==> config.mk <==
export PLATFORM = sky130hd
export DESIGN_NAME = fpacc_anchor_top
export DESIGN_NICKNAME = d
export VERILOG_FILES = /design/src/rtl/fpacc_pkg.sv /design/src/rtl/fpacc_ctrl.sv /design/src/rtl/fpacc_datapath.sv /design/src/rtl/fpacc_anchor_top.sv
export SDC_FILE = /design/constraint.sdc
export NUM_CORES = 2
export LEC_CHECK = 0
export BUFFER_PORTS_ARGS = -buffer_cell sky130_fd_sc_hd__buf_2
export CELL_PAD_IN_SITES_DETAIL_PLACEMENT = 0
export CELL_PAD_IN_SITES_GLOBAL_PLACEMENT = 1
export CORE_ASPECT_RATIO = 0.8
export CORE_MARGIN = 4
export CORE_UTILIZATION = 40
export DETAILED_ROUTE_END_ITERATION = 16
export PLACE_DENSITY = 0.76
export REMOVE_ABC_BUFFERS = 1
export SYNTH_ARGS = -nofsm -noshare
export SYNTH_HDL_FRONTEND = slang
export SYNTH_SLANG_ARGS = --single-unit
export TNS_END_PERCENT = 10
==> constraint.sdc <==
create_clock -name clk -period 4.9 [get_ports clk]
set_input_delay 0.49 -clock clk [delete_from_list [all_inputs] [get_ports clk]]
set_output_delay 0.49 -clock clk [all_outputs]
set_load 0.1 [all_outputs]
==> src/rtl/fpacc_pkg.sv <==
package fpacc_pkg;
  parameter int LANES    = 4;
  parameter int LANE_W   = 64;
  parameter int OVL_W    = 8;
  parameter int ANCHOR_W = 12;
  parameter int SIG_W    = 53;

  localparam int STRIDE  = LANE_W - OVL_W;
  localparam int FIELD_W = LANES * STRIDE;

  typedef struct packed {
    logic convLoad;
    logic accAdd;
    logic clearAll;
  } accStrobe_t;

  typedef logic [LANES-1:0][LANE_W-1:0] laneVec_t;
endpackage

==> src/rtl/fpacc_ctrl.sv <==
module fpacc_ctrl
  import fpacc_pkg::*;
(
  input  logic       clk,
  input  logic       rstN,
  input  logic       inValid,
  input  logic       clear,
  output logic       inReady,
  output accStrobe_t strb
);
  logic stageValid;

  always_comb begin
    inReady       = !clear;
    strb.convLoad = inValid && !clear;
    strb.accAdd   = stageValid && !clear;
    strb.clearAll = clear;
  end

  always_ff @(posedge clk or negedge rstN) begin
    if (!rstN) stageValid <= 1'b0;
    else       stageValid <= strb.convLoad;
  end

  AST_ACCEPT_REACHES_ADD: assert property (@(posedge clk) disable iff (!rstN)
    (inValid && inReady) |=> (strb.accAdd || clear)) else $error("accept lost");
endmodule

==> src/rtl/fpacc_datapath.sv <==
module fpacc_datapath
  import fpacc_pkg::*;
(
  input  logic                       clk,
  input  logic                       rstN,
  input  accStrobe_t                 strb,
  input  logic [63:0]                inData,
  input  logic signed [ANCHOR_W-1:0] cfgAnchor,
  output laneVec_t                   accQ,
  output logic                       flagInexact,
  output logic                       flagRange,
  output logic                       flagInvalid,
  output logic                       flagLaneOvf
);
  localparam int BIG_W = FIELD_W + 2 * SIG_W;
  localparam int SH_W  = $clog2(BIG_W);

  // ---------------- convert stage ----------------
  logic [10:0]        expField;
  logic [SIG_W-1:0]   sig;
  logic               isSpecial;
  int                 lsbExp;
  int                 pos;
  logic [SH_W-1:0]    shAmt;
  logic [BIG_W-1:0]   big;
  logic [FIELD_W-1:0] field;
  logic               convInexact, convRange;
  laneVec_t           convLane;

  always_comb begin
    expField  = inData[62:52];
    isSpecial = &expField;
    sig       = {(expField != 11'd0), inData[51:0]};
    lsbExp    = (expField == 11'd0) ? -1074 : (int'(expField) - 1075);
    pos       = lsbExp - int'(cfgAnchor);
    field       = '0;
    convInexact = 1'b0;
    convRange   = 1'b0;
    shAmt       = '0;
    big         = '0;
    if (isSpecial) begin
      field = '0;
    end else if (pos + SIG_W <= 0) begin
      convInexact = |sig;
    end else if (pos >= FIELD_W) begin
      convRange = |sig;
    end else begin
      shAmt       = SH_W'(pos + SIG_W);
      big         = BIG_W'(sig) << shAmt;
      field       = big[SIG_W +: FIELD_W];
      convInexact = |big[SIG_W-1:0];
      convRange   = |big[BIG_W-1:SIG_W+FIELD_W];
    end
  end

  for (genvar i = 0; i < LANES; i++) begin : g_split
    logic [LANE_W-1:0] mag;
    assign mag         = {{OVL_W{1'b0}}, field[i*STRIDE +: STRIDE]};
    assign convLane[i] = inData[63] ? (LANE_W'(0) - mag) : mag;
  end

  laneVec_t s1Lane;
  logic     s1Inexact, s1Range, s1Invalid;

  always_ff @(posedge clk or negedge rstN) begin
    if (!rstN) begin
      s1Lane    <= '0;
      s1Inexact <= 1'b0;
      s1Range   <= 1'b0;
      s1Invalid <= 1'b0;
    end else if (strb.convLoad) begin
      s1Lane    <= convLane;
      s1Inexact <= convInexact;
      s1Range   <= convRange;
      s1Invalid <= isSpecial;
    end
  end

  // ---------------- add stage ----------------
  logic             doAdd;
  laneVec_t         sumLane;
  logic [LANES-1:0] laneOvf;

  assign doAdd = strb.accAdd && !s1Invalid && !s1Range;

  for (genvar i = 0; i < LANES; i++) begin : g_add
    assign sumLane[i] = accQ[i] + s1Lane[i];
    assign laneOvf[i] = (accQ[i][LANE_W-1] == s1Lane[i][LANE_W-1]) &&
                        (sumLane[i][LANE_W-1] != accQ[i][LANE_W-1]);
  end

  always_ff @(posedge clk or negedge rstN) begin
    if (!rstN) begin
      accQ        <= '0;
      flagInexact <= 1'b0;
      flagRange   <= 1'b0;
      flagInvalid <= 1'b0;
      flagLaneOvf <= 1'b0;
    end else if (strb.clearAll) begin
      accQ        <= '0;
      flagInexact <= 1'b0;
      flagRange   <= 1'b0;
      flagInvalid <= 1'b0;
      flagLaneOvf <= 1'b0;
    end else begin
      if (doAdd) begin
        accQ        <= sumLane;
        flagInexact <= flagInexact | s1Inexact;
        flagLaneOvf <= flagLaneOvf | (|laneOvf);
      end
      if (strb.accAdd) begin
        flagRange   <= flagRange | s1Range;
        flagInvalid <= flagInvalid | s1Invalid;
      end
    end
  end

  AST_CLEAR_EMPTIES: assert property (@(posedge clk) disable iff (!rstN)
    strb.clearAll |=> (accQ == '0) && !flagInexact && !flagRange && !flagInvalid && !flagLaneOvf)
    else $error("clear incomplete");
  AST_INVALID_HOLDS: assert property (@(posedge clk) disable iff (!rstN)
    (strb.accAdd && s1Invalid) |=> $stable(accQ) && flagInvalid)
    else $error("invalid changed lanes");
  AST_RANGE_HOLDS: assert property (@(posedge clk) disable iff (!rstN)
    (strb.accAdd && s1Range) |=> $stable(accQ) && flagRange)
    else $error("range value added");
  AST_LANEOVF_STICKY: assert property (@(posedge clk) disable iff (!rstN)
    (flagLaneOvf && !strb.clearAll) |=> flagLaneOvf)
    else $error("lane overflow flag lost");
  AST_INEXACT_STICKY: assert property (@(posedge clk) disable iff (!rstN)
    (flagInexact && !strb.clearAll) |=> flagInexact)
    else $error("inexact flag lost");
endmodule

==> src/rtl/fpacc_anchor_top.sv <==
module fpacc_anchor_top
  import fpacc_pkg::*;
(
  input  logic                         clk,
  input  logic                         rstN,
  input  logic                         inValid,
  output logic                         inReady,
  input  logic [63:0]                  inData,
  input  logic signed [ANCHOR_W-1:0]   cfgAnchor,
  input  logic                         clear,
  output logic [LANES*LANE_W-1:0]      accLanes,
  output logic                         flagInexact,
  output logic                         flagRange,
  output logic                         flagInvalid,
  output logic                         flagLaneOvf
);
  accStrobe_t strb;
  laneVec_t   accQ;

  fpacc_ctrl u_ctrl (
    .clk     (clk),
    .rstN    (rstN),
    .inValid (inValid),
    .clear   (clear),
    .inReady (inReady),
    .strb    (strb)
  );

  fpacc_datapath u_dp (
    .clk         (clk),
    .rstN        (rstN),
    .strb        (strb),
    .inData      (inData),
    .cfgAnchor   (cfgAnchor),
    .accQ        (accQ),
    .flagInexact (flagInexact),
    .flagRange   (flagRange),
    .flagInvalid (flagInvalid),
    .flagLaneOvf (flagLaneOvf)
  );

  assign accLanes = accQ;
endmodule

# After elaboration in Yosys (flattened, before gate mapping)

Cells that the tools add are included.

Bits in registers: 520
Bits in latches: 0
Memory bits (writable): 0
ROM bits: 0
Input bits: 80
Output and inout port bits: 261
Memories kept: 0

$add $sub $neg: 11
Multiply operators: 0
Div/mod/pow operators: 0
Order comparisons: 2
Eq/ne operators: 8
Shifts and indexed selects: 1
Multiplexer cells: 24
Bitwise gates (word level): 4
Reduce and logical (&&, ||, !) cells: 20

Operator list:

| cell                                                 | count |
|---|---|
| 2-to-1 mux 224 bit                                   | 3 |
| 2-to-1 mux 256 bit                                   | 2 |
| << shifter 53 x 9 -> 330 bit                         | 1 |
| adder 64 bit                                         | 4 |
| 2-to-1 mux 64 bit                                    | 4 |
| subtractor 1 x 56 -> 57 bit, first input constant    | 4 |
| OR reduction 53 bit                                  | 3 |
| adder 32 x 7 -> 32 bit, second input constant        | 1 |
| >= comparator 32 x 9 -> 1 bit, second input constant | 1 |
| <= comparator 32 x 1 -> 1 bit, second input constant | 1 |
| 2-to-1 mux 32 bit                                    | 1 |
| subtractor 32 x 12 -> 32 bit                         | 1 |
| 2-to-1 mux 1 bit                                     | 14 |
| subtractor 11 x 11 -> 12 bit, second input constant  | 1 |
| logical NOT 11 bit                                   | 1 |
| AND reduction 11 bit                                 | 1 |
| nonzero test 11 bit                                  | 1 |
| logical AND 1 bit                                    | 8 |
| equality test 1 bit                                  | 4 |
| != test 1 bit                                        | 4 |
| OR 1 bit                                             | 4 |
| nonzero test 2 bit                                   | 2 |
| OR reduction 4 bit                                   | 1 |
| logical NOT 1 bit                                    | 3 |

# Depth between registers and ports, before layout

Word-level depth: 10
Depth in mapped cells: 36

# Cells and area by module

From an unflattened synthesis, not the netlist that was laid out.

Cells, all modules: 6,034
Area total of the unflattened synthesis: 46,965.0 um^2

By module, submodules not included:

| module         | instances | cells each | area an instance (um^2) | seq. area each (um^2) |
|---|---|---|---|---|
| fpacc_datapath | 1         | 6,029      | 46,916.2                | 12,286.8 |
| fpacc_ctrl     | 1         | 5          | 48.8                    | 25.0 |

# Worst setup path before layout

OpenSTA, ideal clock, no wires.

Path kind: input to register
Start: input inData[52]
End: register u_dp.s1Lane[106] in the netlist's numbering
Library setup time: 0.136 ns
Arrival: 8.016 ns
Path slack: -3.251 ns
Stages on the path: 35
Path buffers: 5
Path through: inv_1 -> ha_1 -> nor4b_1 -> nand3_1 -> clkbuf_1 -> nand2_1 -> ha_1 -> inv_1 -> fa_1 -> buf_6 -> a21o_4 -> a22oi_4 -> a221oi_1 -> a2111o_1 -> fa_1 -> nand3_1 -> nand2b_1 -> a311o_1 -> nor3_1 -> xnor2_1 -> or4b_4 -> or4_1 -> buf_2 -> and2_1 -> buf_2 -> clkbuf_1 -> nand2_1 -> ha_1 -> inv_1 -> a21o_1 -> o31a_1 -> a21oi_1 -> nand2_1 -> nor3_1 -> o41ai_1

Longest elaborated chain between the ends: 10

RTL lines:

| what                                                                 | RTL line              | source |
|---|---|---|
| start, declared                                                      | fpacc_anchor_top.sv:8 | `input logic [63:0] inData,` |
| branches (longest 7 deep; another with subtractor 32 x 12 -> 32 bit) | -                     |  |
| 2-to-1 mux 224 bit *                                                 | fpacc_datapath.sv:41  | `if (isSpecial) begin` |
| subtractor 1 x 56 -> 57 bit                                          | fpacc_datapath.sv:59  | `assign convLane[i] = inData[63] ? (LANE_W'(0) - mag) : mag;` |
| 2-to-1 mux 64 bit *                                                  | fpacc_datapath.sv:59  |  |
| end signal, assigned                                                 | fpacc_datapath.sv:72  | `s1Lane <= convLane;` |
| end, declared                                                        | fpacc_datapath.sv:62  | `laneVec_t s1Lane;` |

Mark *: on every way between the ends.
A chain may end at the register's enable or synchronous reset.

# Worst setup path in the final report

Start: input inData[53]
End: register u_dp.s1Lane[108] in the netlist's numbering

Same word-level chain as after synthesis.

==> results.md <==
- Outcome: finished with violations
- Failing checks: setup timing
- Slowest-stage cell, CP: fa_1
- Register area: 12300 um^2
- Area of the multi-input gates: 36000 um^2
- Final slew viol count: 0
- Avg Inst Size Synth: 7.65 um^2
- Post-synth EDFFs: 0
- Worst setup EP type: flop
- CTS max path bufs: 3
- Clock Skews: 24.9 ps
- Port bufs: 340
- Final setup fails: 230
- Synth warn: 0
- CP Buf/Inv Count: 7
- FF-to-FF setup slack: 120 ps
- Final nets: 8306
- CTS tree: done
- Vias in the first global route: 54800
- Post-synthesis async set-or-reset flop share: 100%
- Die area: 127000 um^2
- CTS H-tree lvls: 2
- Seq/Total Area, Yosys: 25.4%
- Pin count of the biggest net entering global routing: 142
- RSZ-0062 raised after global routing: yes
- Pre-Repair DR Iteration Count: 6
- Worst path max stage delay: 580 ps
- Worst Path Max Fanout: 4
- Setup ws final: -1870 ps
- Slew headroom: 31.1%
- Gr ovfl total: 0
- Hpwl dp: 208000 um
- Commonest non-fill, non-tap cell in the layout: buf_4
- Std cell rows: 113
- Initial antenna violation count: 11
- Clk pin slew, worst setup/hold paths: 70 ps
- Final Wtd Congestion: 1.08
- Number of synthesized register bits: 492
- Vias per inst: 6.02
- Starting Density: 40.5%
- Non-Filler Instances: 9601
- Share of cells above drive strength 1: 31.0%
- CTS Sinks: 492
- Global-route wire length before repair: 372000 um
- Layout area overhead: 38.4%
- CP startpoint kind: input pin
- Max-cap violations: 0
- Period utilisation layout: 138%
- DR vias: 57800
- Hold Slack: 240 ps
- Routed WL: 256000 um
- Slew at the pin closest to its max-slew limit: 1030 ps
- Die width: 397 um
- Arr. time, crit path: 7360 ps
- Leakage: 32.0 nW
- Vert. Die Dim: 319 um
- Worst hold path class: in -> reg
- Core Area: 119000 um^2
- Setup CP Type: in -> reg
- Fmax: 148 MHz
- DRC viols: 0
- Final min period: 6770 ps
- Top delay family on crit path: simple AND/OR/NAND/NOR gates
- Wirelength per Cell: 26.6 um
- Mapped cell area: 48400 um^2
- Fillers: 11400
- Distinct cells, synth: 120
- Num CTS Buffers: 57
- P per Cell Area: 677 nW/um^2
- Commonest cells after routing, fill and taps aside: buf_4, nand2_1, a21oi_1
- Peak VDD IR: 0.000399 V
- Top Ports: 341
- Placed insts: 9449
- GRT Total Usage: 38.8%
- Initial drt markers: 5962
- Final Hold Vio Count: 0
- Fin util: 56.1%
- Dominant synthesized flop cell: dfrtp_1
- Post-synthesis cell count: 6328
- CTS Root Cell: clkbuf_16
- Worst endpoint required time: 5500 ps
- Post-DRT Antenna Nets: 0
- Clock Latency Late Sink: 690 ps
==> worst paths after layout <==
check	start	cells past startpoint	end
max in group asynchronous	rstN	3	u_dp.s1Lane[62]
hold / removal	inData[63]	3	u_dp.s1Lane[206]
min in group asynchronous	rstN	2	u_dp.accQ[0]
setup reg to reg	u_dp.s1Lane[64]	20	u_dp.accQ[126]
setup / recovery	inData[53]	36	u_dp.s1Lane[108]
hold reg to reg	u_dp.s1Inexact	1	u_dp.s1Inexact
==> synth_stat cells, types with 89 or more instances <==
library cell	count	area [um^2]
a21o_1	217	1630
a21oi_1	579	2900
a31oi_1	89	557
clkbuf_1	261	980
dfrtp_1	492	12300
ha_1	271	3390
inv_1	103	387
nand2_1	1100	4130
nand3_1	179	896
nor2_1	442	1660
nor3_1	118	591
o21ai_0	500	2500
xnor2_1	252	2210
xor2_1	120	1050
==> power breakdown <==
part | total, mW | internal (mW) | leakage [nW] | switching, mW
Sequential | 5.48 | 4.71 | 6.70 | 0.766
Clock | 4.49 | 2.54 | 0.939 | 1.96
Combinational | 35.4 | 14.4 | 24.3 | 20.9
==> cells by family after synthesis <==
family / after synthesis / synth area share, %
AOI/OAI and AO/OA: 2223 / 29.7
xor gates and xnor gates: 382 / 7.11
adders and majority gates: 281 / 7.42
buffers and inverters: 467 / 3.81
DFF: 492 / 25.4
muxes: 151 / 4.46
and+or+nand+nor: 2332 / 22.0
==> tightest hold or removal path, cell delays in order <==
cell and delay [ps]:
buf_6 160, o21ai_0 110, a31oi_1 90
==> registers in the layout, indices dropped and copies added, names as in the netlist <==
| name | flops |
|---|---|
| u_dp.accQ | 256 |
| u_dp.s1Lane | 228 |
| u_ctrl.stageValid | 1 |
| u_dp.flagInexact | 1 |
| u_dp.flagInvalid | 1 |
| u_dp.flagLaneOvf | 1 |
| u_dp.flagRange | 1 |
| u_dp.s1Inexact | 1 |
| u_dp.s1Invalid | 1 |
| u_dp.s1Range | 1 |
==> what timing repair did <==
| action | 4_1_cts | 5_1_grt |
|---|---|---|
| setup buffers | 32 | 15 |
| hold buffers | 1 | 0 |
| hold endpoints to repair | 74 | 0 |
| endpoints found under the setup margin | 232 | 239 |
| gates resized for setup | 332 | 199 |
| pin swaps | 120 | 72 |
==> area by class of cell <==
cell class,instances,share of cell area [%]
Clock inverter,20,0.332
Tap cell,1610,3.01
Inverter,108,0.628
Clock buffer,83,2.52
Sequential cell,492,18.4
Multi-Input combinational cell,5369,53.7
Timing Repair Buffer,1917,21.5
Antenna cell,2,0.00747
==> metrics by stage <==
step	area, um^2	total power [mW]	setup TNS (ps)	setup slack [ps]
floorplan	47000	19.3	-1546880	-7450
global placement	62800	38.4	-565180	-3350
detailed placement	62800	38.4	-593040	-3510
CTS	66100	43.7	-260200	-1800
global route	67000	46.9	-339210	-2080
finish	67000	45.3	-298400	-1870
==> routing by layer <==
metal	GRT usage (%)	vias to the layer above	share of wire [%]
met5	0	-	0.013
met4	16.7	6	5.3
met3	6.61	443	8.4
met2	59.1	2574	43
met1	54.1	28100	43
li1	-	26700	-
(Power assumes the default switching activity.)
